[config.mk]
export PLATFORM = sky130hd
export DESIGN_NAME = lpm_wake_ctrl
export DESIGN_NICKNAME = d
export VERILOG_FILES = /design/src/rtl/lpm_pkg.sv /design/src/rtl/lpm_sync.sv /design/src/rtl/lpm_flags.sv /design/src/rtl/lpm_pulse.sv /design/src/rtl/lpm_wake_ctrl.sv
export SDC_FILE = /design/constraint.sdc
export NUM_CORES = 1
export LEC_CHECK = 0
export ABC_AREA = 1
export CAP_MARGIN = 20
export CORE_MARGIN = 5
export CORE_UTILIZATION = 27
export CTS_CLUSTER_SIZE = 20
export DETAILED_ROUTE_END_ITERATION = 16
export GPL_ROUTABILITY_DRIVEN = 0
export PLACE_DENSITY_LB_ADDON = 0.12
export SLEW_MARGIN = 20
export SYNTH_ARGS = -nofsm -noshare
export SYNTH_HDL_FRONTEND = slang
export SYNTH_SLANG_ARGS = --single-unit
export TNS_END_PERCENT = 50
[constraint.sdc]
create_clock -name clk -period 2.2 [get_ports clk]
set_input_delay 0.44 -clock clk [delete_from_list [all_inputs] [get_ports clk]]
set_output_delay 0.44 -clock clk [all_outputs]
set_load 0.1 [all_outputs]
[src/rtl/lpm_pkg.sv]
package lpm_pkg;
  typedef enum logic [1:0] {
    ST_RUN   = 2'd0,
    ST_SUSP  = 2'd1,
    ST_SLEEP = 2'd2
  } lpm_state_e;

  localparam int CFG_SUSP_BIT  = 6;
  localparam int CFG_SLEEP_BIT = 7;
  localparam int REG_W         = 8;
endpackage

[src/rtl/lpm_sync.sv]
module lpm_sync #(
  parameter int W       = 5,
  parameter int STAGES  = 2,
  parameter bit IDLE    = 1'b0,
  parameter bit FALLING = 1'b0
) (
  input  logic         clk,
  input  logic         rst_n,
  input  logic [W-1:0] d,
  output logic [W-1:0] edge_o
);
  // pipe[0] is newest; pipe[STAGES-1] is the synchronised value, pipe[STAGES] its history
  logic [STAGES:0][W-1:0] pipe;

  always_ff @(posedge clk or negedge rst_n) begin
    if (!rst_n) pipe <= {(STAGES+1){{W{IDLE}}}};
    else        pipe <= {pipe[STAGES-1:0], d};
  end

  generate
    if (FALLING) begin : g_fall
      assign edge_o = ~pipe[STAGES-1] & pipe[STAGES];
    end else begin : g_rise
      assign edge_o = pipe[STAGES-1] & ~pipe[STAGES];
    end
  endgenerate
endmodule

[src/rtl/lpm_flags.sv]
module lpm_flags #(
  parameter int W    = 6,
  parameter int HIDE = 2
) (
  input  logic         clk,
  input  logic         rst_n,
  input  logic [W-1:0] set_vec,
  input  logic [W-1:0] clr_vec,
  input  logic         hide_start,
  output logic [W-1:0] flags_vis
);
  localparam int HW = $clog2(HIDE + 1);

  logic [W-1:0]  flags_q;
  logic [HW-1:0] hide_q;

  always_ff @(posedge clk or negedge rst_n) begin
    if (!rst_n) begin
      flags_q <= '0;
      hide_q  <= '0;
    end else begin
      flags_q <= (flags_q & ~clr_vec) | set_vec;
      if (hide_start)       hide_q <= HW'(HIDE);
      else if (hide_q != 0) hide_q <= hide_q - HW'(1);
    end
  end

  assign flags_vis = (hide_q == 0) ? flags_q : '0;


  all_captured_chk: assert property (@(posedge clk) disable iff (!rst_n)
    (set_vec != 0) |=> ((flags_q & $past(set_vec)) == $past(set_vec)));


  hidden_zero_chk: assert property (@(posedge clk) disable iff (!rst_n)
    hide_start |=> (flags_vis == '0));
endmodule

[src/rtl/lpm_pulse.sv]
module lpm_pulse #(
  parameter int LEN = 16
) (
  input  logic clk,
  input  logic rst_n,
  input  logic start,
  output logic pulse_n
);
  localparam int CW = $clog2(LEN + 1);

  logic [CW-1:0] cnt_q;

  always_ff @(posedge clk or negedge rst_n) begin
    if (!rst_n)          cnt_q <= '0;
    else if (start)      cnt_q <= CW'(LEN);
    else if (cnt_q != 0) cnt_q <= cnt_q - CW'(1);
  end

  assign pulse_n = (cnt_q == 0);


  req_low_chk: assert property (@(posedge clk) disable iff (!rst_n)
    start |=> !pulse_n);
endmodule

[src/rtl/lpm_wake_ctrl.sv]
module lpm_wake_ctrl
  import lpm_pkg::*;
#(
  parameter int NUM_SRC     = 5,
  parameter int SYNC_STAGES = 2,
  parameter int HIDE_CLKS   = 2,
  parameter int REQ_CLKS    = 16
) (
  input  logic               clk,
  input  logic               rst_n,
  input  logic               reg_wr,
  input  logic               reg_addr,
  input  logic [7:0]         reg_wdata,
  output logic [7:0]         reg_rdata,
  input  logic               clk_src_ok,
  input  logic [NUM_SRC-1:0] wake_evt_raw,
  input  logic               rst_pin_n,
  output logic               sys_clk_en,
  output logic               osc_dis,
  output logic               vreg_off,
  output logic               gpio_hold,
  output logic               wake_req_n
);
  localparam int NFLAG = NUM_SRC + 1;

  lpm_state_e         state_q, state_d;
  logic [NUM_SRC-1:0] en_q;
  logic [NUM_SRC-1:0] src_rise, src_hit;
  logic [0:0]         pin_fall;
  logic               pin_hit, wake_any;
  logic               cfg_wr, flag_wr;
  logic [NFLAG-1:0]   set_vec, clr_vec, flags_vis;

  lpm_sync #(.W(NUM_SRC), .STAGES(SYNC_STAGES), .IDLE(1'b0), .FALLING(1'b0)) u_src_sync (
    .clk(clk), .rst_n(rst_n), .d(wake_evt_raw), .edge_o(src_rise));

  lpm_sync #(.W(1), .STAGES(SYNC_STAGES), .IDLE(1'b1), .FALLING(1'b1)) u_pin_sync (
    .clk(clk), .rst_n(rst_n), .d(rst_pin_n), .edge_o(pin_fall));

  assign cfg_wr   = reg_wr && !reg_addr;
  assign flag_wr  = reg_wr && reg_addr;
  assign src_hit  = src_rise & en_q;
  assign pin_hit  = pin_fall[0] && (state_q == ST_SUSP);
  assign wake_any = (state_q != ST_RUN) && ((|src_hit) || pin_hit);

  always_comb begin
    state_d = state_q;
    case (state_q)
      ST_RUN: begin
        if (cfg_wr && clk_src_ok) begin
          if (reg_wdata[CFG_SLEEP_BIT])     state_d = ST_SLEEP;
          else if (reg_wdata[CFG_SUSP_BIT]) state_d = ST_SUSP;
        end
      end
      default: if (wake_any) state_d = ST_RUN;
    endcase
  end

  always_ff @(posedge clk or negedge rst_n) begin
    if (!rst_n) begin
      state_q <= ST_RUN;
      en_q    <= '0;
    end else begin
      state_q <= state_d;
      if (cfg_wr && state_q == ST_RUN) en_q <= reg_wdata[NUM_SRC-1:0];
    end
  end

  assign set_vec = wake_any ? {pin_hit, src_hit} : '0;
  assign clr_vec = flag_wr ? reg_wdata[NFLAG-1:0] : '0;

  lpm_flags #(.W(NFLAG), .HIDE(HIDE_CLKS)) u_flags (
    .clk(clk), .rst_n(rst_n), .set_vec(set_vec), .clr_vec(clr_vec),
    .hide_start(wake_any && state_q == ST_SUSP), .flags_vis(flags_vis));

  lpm_pulse #(.LEN(REQ_CLKS)) u_req (
    .clk(clk), .rst_n(rst_n), .start(wake_any && state_q == ST_SLEEP),
    .pulse_n(wake_req_n));

  always_comb begin
    reg_rdata = '0;
    if (!reg_addr) begin
      reg_rdata[NUM_SRC-1:0]  = en_q;
      reg_rdata[CFG_SUSP_BIT]  = (state_q == ST_SUSP);
      reg_rdata[CFG_SLEEP_BIT] = (state_q == ST_SLEEP);
    end else begin
      reg_rdata[NFLAG-1:0] = flags_vis;
    end
  end

  assign sys_clk_en = (state_q == ST_RUN);
  assign osc_dis    = (state_q != ST_RUN);
  assign vreg_off   = (state_q == ST_SLEEP);
  assign gpio_hold  = (state_q == ST_SLEEP);


  sleep_entry_chk: assert property (@(posedge clk) disable iff (!rst_n)
    $rose(vreg_off) |-> $past(cfg_wr && clk_src_ok && reg_wdata[CFG_SLEEP_BIT]));


  refuse_entry_chk: assert property (@(posedge clk) disable iff (!rst_n)
    (state_q == ST_RUN && !clk_src_ok) |=> (state_q == ST_RUN));


  wake_cause_chk: assert property (@(posedge clk) disable iff (!rst_n)
    $rose(sys_clk_en) |-> $past(wake_any));


  req_after_sleep_chk: assert property (@(posedge clk) disable iff (!rst_n)
    $fell(wake_req_n) |-> $past(state_q == ST_SLEEP));
endmodule

-- Word-level counts from Yosys, hierarchy flattened
Index checks and enable logic that the tools add are counted.
- add/subtract/negate cells: 2
- bitwise gates (word level): 8
- reduce and logical (&&, ||, !) cells: 21
- equal/unequal tests: 4
- muxes and demuxes: 15
- operators by type and width (kind ; count):
    6-bit two-way mux ; 3
    2-bit two-way mux ; 8
    5-bit two-way mux ; 3
    5-bit bitwise AND ; 2
    2-bit nonzero test ; 5
    1-bit logical AND ; 8
    6-bit bitwise AND ; 1
    6-bit inverter ; 1
    6-bit bitwise OR ; 1
    5-bit logical NOT ; 1
    5-bit inverter ; 1
    5-bit nonzero test ; 1
    5-bit OR reduction ; 1
    5-bit by 1-bit subtractor with 5-bit output, second input constant ; 1
    2-bit logical NOT ; 2
    3-bit inequality test, second input constant ; 1
    3-bit AND reduction ; 1
    2-bit by 1-bit == test with 1-bit output, second input constant ; 1
    2-bit == test, second input constant ; 1
    2-bit by 1-bit inequality test with 1-bit output, second input constant ; 1
    2-bit by 1-bit subtractor with 2-bit output, second input constant ; 1
    1-bit bitwise AND ; 1
    1-bit logical NOT ; 1
    1-bit logical OR ; 1
    2 further kinds ; 2
- output and inout port bits: 13
- input port bits: 19
- bits in registers: 38
- logic and storage cells: 61

-- Depth between registers and ports, before layout
- word-level depth: 8
- mapped depth: 9
- gate-level depth less buffers: 9

-- Cells and area by module
A second synthesis with hierarchy kept.
- cells, all modules: 203
- area, all modules: 1732.9 um^2
- modules (own cells, without submodules) (module ; area an instance (um^2) ; cells each ; times used ; sequential area each (um^2)):
    lpm_wake_ctrl ; 565.5 ; 94 ; 1 ; 175.2
    lpm_sync (u_src_sync) ; 425.4 ; 25 ; 1 ; 375.4
    lpm_flags ; 389.1 ; 45 ; 1 ; 200.2
    lpm_pulse ; 264.0 ; 34 ; 1 ; 125.1
    lpm_sync (u_pin_sync) ; 88.8 ; 5 ; 1 ; 78.8

-- Least setup slack after synthesis
No wires, ideal clock.
- kind: input-to-output
- start: input port reg_addr
- end: output port reg_rdata[0]
- slack: -996 ps
- required time: 1760 ps
- buffers on the path: 1
- data arrival time: 2756 ps
- stages on the path: 2
- cell sequence: clkbuf_1 > o21ai_0
- word-level cells in the longest chain between the ends: 1
- RTL lines (element ; line ; RTL):
    start, declared ; lpm_wake_ctrl.sv:12 ; input logic reg_addr,
    5-bit two-way mux ; lpm_wake_ctrl.sv:82 ; if (!reg_addr) begin
    end, declared ; lpm_wake_ctrl.sv:14 ; output logic [7:0] reg_rdata,
No other way between the ends.

-- Worst setup path after layout
- start: input port reg_addr
- end: output port reg_rdata[2]
Same word-level chain as after synthesis.

==> impl_metrics.yaml <==
final_layout:
  final_layout_size_suffix_gt1_share_pct: 19.8
  stdcell_area_um2: 2220
  antenna_cells: 0
  instances_no_fill: 274
  nNetsFinal: 222
  area_delta_synth_final_pct: 42.7
worst_setup_path:
  arrival_ps: 1650
  r2r_end: "u_req.cnt_q[3]"
  startpoint: "reg_addr"
  critPathMaxFanout: 10
  reg2regPathDepth: 8
  crit_type: "in -> out"
  cp.required_ps: 1760
  worst_setup_path_start_kind: "input pin"
  crit_end: "reg_rdata[2]"
  reg2reg_from: "state_q[0]"
  cp-end-kind: "output pin"
  reg2reg_slack_ps: 740
clock_network:
  clock_latency_ps: 280
  clk_pin_slew_ps: 70
  cts_hold_buf: 0
  cts_buffers: 5
  cts_tree: "yes"
  root_buffer: "clkbuf_8"
  cts_htree_levels: 2
  cts_buffer_depth: 2
  cts.repair.resized: 0
  postCtsSetupBuffers: 0
  cts.sinks: 38
synth:
  syn_inst: 165
  synthDistinctLibCells: 22
  synth-seq-cells: 38
  ys_seq_area_share_pct: 61.5
  synthFlopType: "dfrtp_1"
  netlist_area_um2: 1550
  yosys-top-cells-area: "dfrtp_1 (56%), nand2_1 (10%), nand3_1 (5.2%)"
  synth.most_common_cell: "nand2_1"
  synth_common_cells: "nand2_1 (42), dfrtp_1 (35), inv_1 (18)"
  synth_edf_count: 0
  yosys.area.top_type: "dfrtp_1"
  async_reset_ff_share_pct: 100
  syn_nets: 186
  synth.top_cell.area_share_pct: 56.4
  avgSynthCellArea_um2: 9.41
  ys_warn_count: 0
timing:
  setup_viol: 0
  slew_viol_final: 0
  worst-slew-pin-transition_ps: 846
  whs_ps: 261
  min_period_ps: 2090
  fin_skew_ps: 6.16
  hold_viol: 0
  timing.fmax_mhz: 478
  finalCritPeriodShare_pct: 95.1
  slew_headroom_pct: 43.6
  fin_tns_setup_ps: 0
  rsz0062_at_grt: "no"
worst_hold_path:
  hp-class: "in -> async"
die:
  initial_core_util_pct: 28.0
  io_pins: 32
  coreArea_um2: 5540
  fp-row-count: 27
  dieArea_um2: 7370
  dieHeight_um: 85.8
  die_w_um: 85.8
global_route:
  grt.total_usage_pct: 10.2
  grt_max_degree: 39
  antenna_found_initial: 0
  grt_pass1_vias: 1226
  grt_pass1_wl_um: 5810
  grt_remaining_overflow: 0
placed_design:
  place_area_um2: 2110
  dp_hpwl_um: 2530
  placed_cells: 266
  io_buffers: 31
pwr:
  leakage_uw: 0.00103
  power_density_nw_per_um2: 1430
  ir_drop_uv: 605
drt:
  met2_length_um: 1570
  wl_met1_um: 1520
  dr.max_layer_used: "met4"
  dr_wl_met3_um: 216
  drtPass1Iterations: 7
  wl_um: 3330
  drcViolationCount: 0
  antenna_left: 0
  wl_per_cell_um: 12.1
  via_per_inst: 4.31
  vias: 1180
  drtIter0Drc: 34
run:
  timing.max_cap.violations: 0
status:
  status: "completed"
==> state kept, by name (all words and copies together) (netlist names) <==
register / count
en_q: 5
state_q: 2
u_flags.flags_q: 6
u_flags.hide_q: 2
u_pin_sync.pipe: 3
u_req.cnt_q: 5
u_src_sync.pipe: 15
==> metrics by stage <==
step	worst slack, ps	utilization [%]	power (uW)
after floorplan	-338	-	2090
after global placement	142	38.0	2600
after detailed placement	113	38.0	2630
after CTS	103	40.0	3230
after global routing	26.0	40.0	3410
final	107	40.0	3180
==> worst min-delay path by stage <==
stage	start	end	slack, ps	cells after the start
6_report	rst_n	u_src_sync.pipe[9]	260	1
3_3_place_gp	u_src_sync.pipe[2]	u_src_sync.pipe[7]	330	0
5_1_grt	rst_n	state_q[0]	330	1
4_1_cts	rst_n	u_src_sync.pipe[11]	290	1
2_1_floorplan	rst_n	en_q[0]	140	0
3_5_place_dp	u_src_sync.pipe[4]	u_src_sync.pipe[9]	340	0
==> final cells by class <==
class	count	area [um^2]
inverters	20	75.1
fillers	573	3320
flip-flops and latches	38	955
multi-input cells	104	544
clock inverters	3	40.0
repair buffers	32	443
clock buffers	5	68.8
well taps	72	90.1
==> critical path: stages <==
cell,delay [ps]
clkdlybuf4s50_1,550
buf_4,240
nand3_1,110
o21ai_2,110
buf_12,200
==> where the power goes <==
part           total [uW]  switching, uW  internal, uW
clock                 571            238           334
combinational        1590           1050           542
sequential           1010            124           890
total                3180           1410          1770
==> layer usage <==
metal / up-vias / global-route usage [%]
met5: - / 0
met3: 2 / 4.32
met2: 33 / 15.2
met1: 552 / 13.7
li1: 593 / -
met4: 0 / 2.59
==> cell families after synthesis <==
kind of cell / after synthesis / synth area share (%)
AOI/OAI and AO/OA: 19 / 6.12
xor gates and xnor gates: 2 / 1.13
adders and majority gates: 2 / 1.61
buffers and inverters: 23 / 5.80
DFF: 38 / 61.5
and+or+nand+nor: 81 / 23.9
==> cell usage in the layout, fill, tap and decap left out, drive strengths merged <==
| cell type | instances |
|---|---|
| nand4 | 1 |
| nor3b | 1 |
| clkdlybuf4s50 | 17 |
| ha | 2 |
| o21ai | 17 |
| and2 | 1 |
| buf | 15 |
| inv | 20 |
| dfstp | 3 |
| clkinv | 2 |
| nand3b | 1 |
| nor3 | 3 |
| nor2 | 14 |
| bufinv | 1 |
| dfrtp | 35 |
| clkbuf | 5 |
| xor2 | 2 |
| nand3 | 16 |
| nand2 | 44 |
| a21oi | 2 |
Note: power is estimated with default switching activity, not from simulation.
